**config.mk**
```make
export PLATFORM = sky130hd
export DESIGN_NAME = bias_level_ctrl
export DESIGN_NICKNAME = d
export VERILOG_FILES = /design/src/rtl/bias_ctrl_pkg.sv /design/src/rtl/warn_merge.sv /design/src/rtl/bias_step_counter.sv /design/src/rtl/level_onehot_dec.sv /design/src/rtl/bias_level_ctrl.sv
export SDC_FILE = /design/constraint.sdc
export NUM_CORES = 1
export LEC_CHECK = 0
export BUFFER_PORTS_ARGS = -buffer_cell sky130_fd_sc_hd__buf_2
export CORE_AREA = 2 2 39 41
export CTS_BUF_LIST = sky130_fd_sc_hd__clkbuf_4 sky130_fd_sc_hd__clkbuf_8 sky130_fd_sc_hd__clkbuf_16
export CTS_CLUSTER_SIZE = 8
export DETAILED_ROUTE_END_ITERATION = 10
export DIE_AREA = 0 0 41 43
export HOLD_SLACK_MARGIN = 0.12
export MAX_ROUTING_LAYER = met4
export PLACE_DENSITY_LB_ADDON = 0.05
export SYNTH_ARGS = -nofsm -noshare
export SYNTH_HDL_FRONTEND = slang
export SYNTH_SLANG_ARGS = --single-unit
```
**constraint.sdc**
```tcl
create_clock -name clk -period 3.5 [get_ports clk]
set_input_delay 0.7 -clock clk [delete_from_list [all_inputs] [get_ports clk]]
set_output_delay 0.7 -clock clk [all_outputs]
set_load 0.1 [all_outputs]
```
**src/rtl/bias_ctrl_pkg.sv**
```systemverilog
// Package: shared defaults for the bias level controller.
// Assumes: level codes are binary, 0 = no bias, increasing code = more forward bias.
package bias_ctrl_pkg;
    parameter int unsigned DEF_WARN_N  = 4;
    parameter int unsigned DEF_LEVEL_W = 2;
endpackage

```
**src/rtl/warn_merge.sv**
```systemverilog
// Module: warn_merge
// Merges the warning bits of all canary flip-flops into one warning.
// Assumes: warning bits are already synchronous to clk.
module warn_merge #(
    parameter int unsigned WARN_N = 4
) (
    input  logic [WARN_N-1:0] warn_bits,
    output logic              warn_any
);
    // Purpose: reduction OR of every warning source.
    always_comb begin
        warn_any = |warn_bits;
    end
endmodule

```
**src/rtl/bias_step_counter.sv**
```systemverilog
// Module: bias_step_counter
// Up-only saturating level counter. It steps once per accepted warning and
// asserts a one-cycle stall after each step. During that stall cycle it ignores warnings.
// Assumes: synchronous active-low reset; warnings only count during test.
module bias_step_counter #(
    parameter int unsigned LEVEL_W = 2
) (
    input  logic               clk,
    input  logic               rst_n,
    input  logic               test_active,
    input  logic               warn_any,
    output logic [LEVEL_W-1:0] level,
    output logic               stall_req,
    output logic               at_max
);
    localparam logic [LEVEL_W-1:0] TOP_LEVEL = {LEVEL_W{1'b1}};

    logic accept;

    // Purpose: flag the top level so no further steps are taken.
    always_comb begin
        at_max = (level == TOP_LEVEL);
    end

    // Purpose: decide whether this cycle's warning is taken.
    always_comb begin
        accept = test_active && warn_any && !stall_req && !at_max;
    end

    // Purpose: step the level and raise the one-cycle stall on acceptance.
    always_ff @(posedge clk) begin
        if (!rst_n) begin
            level     <= '0;
            stall_req <= 1'b0;
        end else begin
            stall_req <= accept;
            if (accept) begin
                level <= level + LEVEL_W'(1);
            end
        end
    end

    AST_NO_WRAP: assert property (@(posedge clk) disable iff (!rst_n)
        (level == TOP_LEVEL) |=> (level == TOP_LEVEL));
    AST_MONOTONIC: assert property (@(posedge clk) disable iff (!rst_n)
        1'b1 |=> (level >= $past(level)));
    AST_IDLE_HOLD: assert property (@(posedge clk) disable iff (!rst_n)
        !test_active |=> ($stable(level) && !stall_req));
    AST_HOLDOFF: assert property (@(posedge clk) disable iff (!rst_n)
        stall_req |=> $stable(level));
    AST_STALL_PULSE: assert property (@(posedge clk) disable iff (!rst_n)
        stall_req |=> !stall_req);
endmodule

```
**src/rtl/level_onehot_dec.sv**
```systemverilog
// Module: level_onehot_dec
// Binary-to-one-hot decoder that turns the level code into bias option enables.
// Assumes: code is always a valid level, so exactly one output is high.
module level_onehot_dec #(
    parameter int unsigned LEVEL_W = 2,
    localparam int unsigned OPT_N  = 1 << LEVEL_W
) (
    input  logic [LEVEL_W-1:0] code,
    output logic [OPT_N-1:0]   enables
);
    // Purpose: one comparator per bias option.
    for (genvar g = 0; g < OPT_N; g++) begin : g_opt
        assign enables[g] = (code == LEVEL_W'(g));
    end

    always_comb begin
        AST_ONEHOT_EN: assert ($countones(enables) == 1 || $isunknown(code));
    end
endmodule

```
**src/rtl/bias_level_ctrl.sv**
```systemverilog
// Module: bias_level_ctrl (top)
// Merges the canary warnings, keeps the up-only bias level and decodes it
// into one-hot bias option enables. It also raises a stall for the pattern sequencer.
// Assumes: rst_n is driven by the power-on/preset path and is synchronous to clk.
module bias_level_ctrl
    import bias_ctrl_pkg::*;
#(
    parameter int unsigned WARN_N  = DEF_WARN_N,
    parameter int unsigned LEVEL_W = DEF_LEVEL_W,
    localparam int unsigned OPT_N  = 1 << LEVEL_W
) (
    input  logic               clk,
    input  logic               rst_n,
    input  logic               test_active,
    input  logic [WARN_N-1:0]  warn_in,
    output logic [LEVEL_W-1:0] level,
    output logic [OPT_N-1:0]   bias_en,
    output logic               stall_req,
    output logic               bias_max
);
    logic warn_any;

    warn_merge #(.WARN_N(WARN_N)) u_merge (
        .warn_bits (warn_in),
        .warn_any  (warn_any)
    );

    bias_step_counter #(.LEVEL_W(LEVEL_W)) u_count (
        .clk         (clk),
        .rst_n       (rst_n),
        .test_active (test_active),
        .warn_any    (warn_any),
        .level       (level),
        .stall_req   (stall_req),
        .at_max      (bias_max)
    );

    level_onehot_dec #(.LEVEL_W(LEVEL_W)) u_dec (
        .code    (level),
        .enables (bias_en)
    );

    AST_MAX_FLAG: assert property (@(posedge clk) disable iff (!rst_n)
        bias_max == bias_en[OPT_N-1]);
    AST_ANY_BIT_STEPS: assert property (@(posedge clk) disable iff (!rst_n)
        (test_active && (warn_in != '0) && !stall_req && !bias_max) |=> stall_req);
endmodule

```
; ---- After elaboration in Yosys (flattened, before gate mapping)
; Index checks and enable logic that the tools add are counted.
[word_totals]
wordCells = 13
inputBits = 7
rom_bits = 0
latch_bits = 0
ff_bits = 3
out_inout_bits = 8
mem_count = 0
mem_bits_rw = 0
[classes]
n_reduce_logical = 7
mux = 0
n_eq_ne = 3
bitwise = 0
n_div = 0
addsub = 1
shifts = 0
n_mul = 0
n_lt_le_gt_ge = 0
[ops]
columns = operator, count
row1 = $eq A2 B2 Y1 const B, 2
row2 = $reduce_or A4 Y1, 1
row3 = $logic_and A1 B1 Y1, 3
row4 = $add A2 B1 Y2 const B, 1
row5 = $eq A2 B1 Y1 const B, 1
row6 = $logic_not A1 Y1, 2
row7 = $logic_not A2 Y1, 1

; ---- Logic depth before layout (Yosys ltp)
[logic_depth]
word_depth = 4
ltp_mapped = 4
depth_no_buf = 4

; ---- Cells and area by module
; From an unflattened synthesis, not the netlist that was laid out.
[unflattened]
cells_unflattened = 17
hier_area_um2 = 162.7
[by_module_without_submodules]
columns = module, area_each_um2, cells_each, instances
row1 = bias_step_counter, 128.9, 12, 1
row2 = level_onehot_dec, 26.3, 4, 1
row3 = warn_merge, 7.5, 1, 1

; ---- Least setup slack after synthesis
; OpenSTA, ideal clock, no wires.
[synth_timing]
path_kind = register to output
from = register u_count.level[1]
to = output port bias_en[3]
path_stages_with_launch = 3
arrival_ns = 2.411
setup_slack_ns = 0.389
path_cell_list = dfxtp_1 -> ha_1 -> buf_4
[synth_via]
elab_chain_cells = 1
[synth_rtl]
columns = element, line_no
row1 = from (decl), bias_step_counter.sv:12  ; output logic [LEVEL_W-1:0] level,
row2 = from (signal assigned), bias_step_counter.sv:38  ; level <= level + LEVEL_W'(1);
row3 = $eq A2 B2 Y1, n/a
row4 = to (decl), bias_level_ctrl.sv:17  ; output logic [OPT_N-1:0] bias_en,
; Every way passes these cells.

; ---- Worst setup path after layout
[layout_timing]
from = register u_count.level[1]
to = output port bias_en[3]
[layout_via]
elab_chain_cells = 1
[layout_rtl]
columns = element, line_no
row1 = $eq A2 B2 Y1, level_onehot_dec.sv:13  ; assign enables[g] = (code == LEVEL_W'(g));
; Every way passes these cells.

==> flow_summary_export.csv <==
group,metric,value,unit
layout,post-route-util,0.222,
worst_setup_path,worstSetupPathType,"reg -> out",
layout,syn2layout_area_growth,57.7,%
timing,tns,0,ps
place,portBuffers,14,
clock_tree,cts_sinks,3,
global_routing,antenna_found_initial,0,
logic_synthesis,synth_nets,30,
hold_path,min_path_type,"reg -> reg",
logic_synthesis,synthXorXnorAreaFrac,0,
timing,hold_ws,508,ps
routing,first_pass_iters,1,
logic_synthesis,synth_area_leaders,"dfxtp_1, ha_1, mux2i_1",
layout,drive_gt1_frac,0.583,
status,outcome,"finished clean",
worst_setup_path,required,2800,ps
flow_run,maxCapViolCount,0,
timing,finalCritPeriodShare,0.572,
timing,slew_headroom,0.679,
layout,final_cell_mix,"buf_2, nand2_1, ha_1, clkbuf_4, dfxtp_1",
logic_synthesis,synth_mux_area_frac,0.103,
timing,hold_violations,0,
clock_tree,cts-root-buf,"clkbuf_4",
floorplanning,core.rowCount,14,
floorplanning,start_util,0.141,
timing,drv_slew,0,
floorplanning,die_h,43,µm
layout,num_antenna_cells,0,
routing,vias,190,
timing,skew,2.33,ps
logic_synthesis,ys_warn_count,0,
clock_tree,cts_max_level,1,
logic_synthesis,synthSimpleGateAreaFrac,0.256,
logic_synthesis,synth_cell_types,9,
clock_tree,post-cts-setup-buffer-count,0,
place,place_congestion,0.659,
global_routing,grt_pass1_wl,759,µm
floorplanning,ios,15,
logic_synthesis,synth_top_area_share,0.308,
routing,drt_iter0_drc,0,
floorplanning,core,1380,µm²
timing,setup_viol,0,
clock_tree,clock_latency,230,ps
power_and_ir_drop,ir_drop,0.196,mV
layout,finalNetCount,48,
clock_tree,cts_resized,0,
power_and_ir_drop,power.leakage,0.000166,µW
place,post_dp_cell_area,278,µm²
global_routing,grt_overflow,0,
worst_setup_path,worstSetupStartpoint,"u_count.level[1]",
worst_setup_path,cp_cell_sequence,"ha_1 > buf_2",
power_and_ir_drop,p_per_area,620,nW/µm²
clock_tree,cts_tree,"done",
layout,fillers,161,
logic_synthesis,synth-seq-cells,3,
logic_synthesis,ys_seq_area_frac,0.308,
place,hpwl,365,µm
floorplanning,die-area,1760,µm²
worst_setup_path,slowest_stage,"buf_2",
logic_synthesis,yosys.area_share.adder,0.256,
worst_setup_path,setup.worst_path.start_class,"flop",
logic_synthesis,synth_top_family_by_area,"simple AND/OR/NAND/NOR gates",
logic_synthesis,syn-cell-area,195,µm²
worst_setup_path,cpPeakStageDelay,440,ps
hold_path,min-delay-start,"u_count.level[0]",
global_routing,track_usage,0.0709,
timing,min_period,2000,ps
timing,tightest_slew,485,ps
global_routing,first_global_vias,191,
worst_setup_path,critPathArrivalTime,1300,ps
logic_synthesis,avgSynthCellArea,10.3,µm²
logic_synthesis,synth_area_leader_cell,"dfxtp_1",
routing,drt-wirelength-per-cell,8.52,µm
clock_tree,cts_buffers,3,
worst_setup_path,reg2reg_from,"u_count.level[0]",
worst_setup_path,crit_fanout,5,
floorplanning,die_x,41,µm
routing,drt-vias-per-instance,3.65,
layout,final_common_cell,"buf_2",
clock_tree,clk_pin_slew,40,ps
logic_synthesis,synth-compound-area-share,0,
routing,ant_nets,0,
logic_synthesis,synthCells,19,
routing,wirelength,443,µm
global_routing,grt_max_degree,6,
timing,rsz0062_at_grt,"no",
timing,fmax,499,MHz
clock_tree,ctsHoldBuffers,0,
worst_setup_path,end_kind,"output pin",
layout,final_area,308,µm²
clock_tree,clk_path_buf_depth,2,
routing,drcViolationCount,0,
==> state kept, by name, summed over array words and instances, names as in the netlist <==
register,flops
u_count.level,2
u_count.stall_req,1
==> synth_stat cells, drive strengths merged <==
| library cell | n |
|---|---|
| nor4b | 1 |
| and2 | 1 |
| inv | 2 |
| nor4 | 1 |
| ha | 4 |
| dfxtp | 3 |
| mux2i | 2 |
| buf | 1 |
| nand2 | 4 |
==> area by class of cell <==
type | count | area [µm²] | share of cell area
multi-input combinational | 13 | 120 | 0.390
timing repair buffer | 14 | 70.1 | 0.228
sequential | 3 | 60.1 | 0.195
clock buffer | 4 | 30.0 | 0.0976
tap | 16 | 20.0 | 0.0650
inverter | 2 | 7.51 | 0.0244
==> routing by layer <==
metal	vias up	GRT usage	part of all wire
met4	0	0.0400	0
met2	9	0.0875	0.46
met1	86	0.0737	0.44
met3	0	0.0628	0.10
met5	-	-	0
li1	95	-	-
==> path summary, 6_finish.rpt <==
kind / slack [ps] / cells past startpoint / to
setup reg to reg: 2190 / 3 / u_count.level[1]
hold reg to reg: 510 / 2 / u_count.level[0]
setup / recovery: 1500 / 2 / bias_en[3]
hold / removal: 510 / 2 / u_count.level[0]
==> per-stage QoR <==
stage	setup WS, ps	instances	total power [µW]
finish	1500	52	191
floorplan	389	19	114
detailed placement	1720	48	125
global placement	1740	48	125
global route	1370	52	205
CTS	1460	52	196
==> worst max-delay path, delay by kind of cell (launching register included) <==
family	cells	cell delay [ps]
adder cells (fa/ha/maj)	1	230
buffers and inverters	1	440
flip-flops	1	400
==> where the power goes <==
group          switching (µW)  internal, µW  leakage, µW
clock network            17.6          50.4    0.0000184
registers                3.54          37.5    0.0000247
logic                    68.6          13.3     0.000123
total                    89.7           101     0.000166
==> cell families after synthesis <==
group	Yosys count
DFF	3
and+or+nand+nor	7
adders and majority gates	4
buffers and inverters	3
muxes	2
No activity file was read; power rests on OpenSTA's default activity.
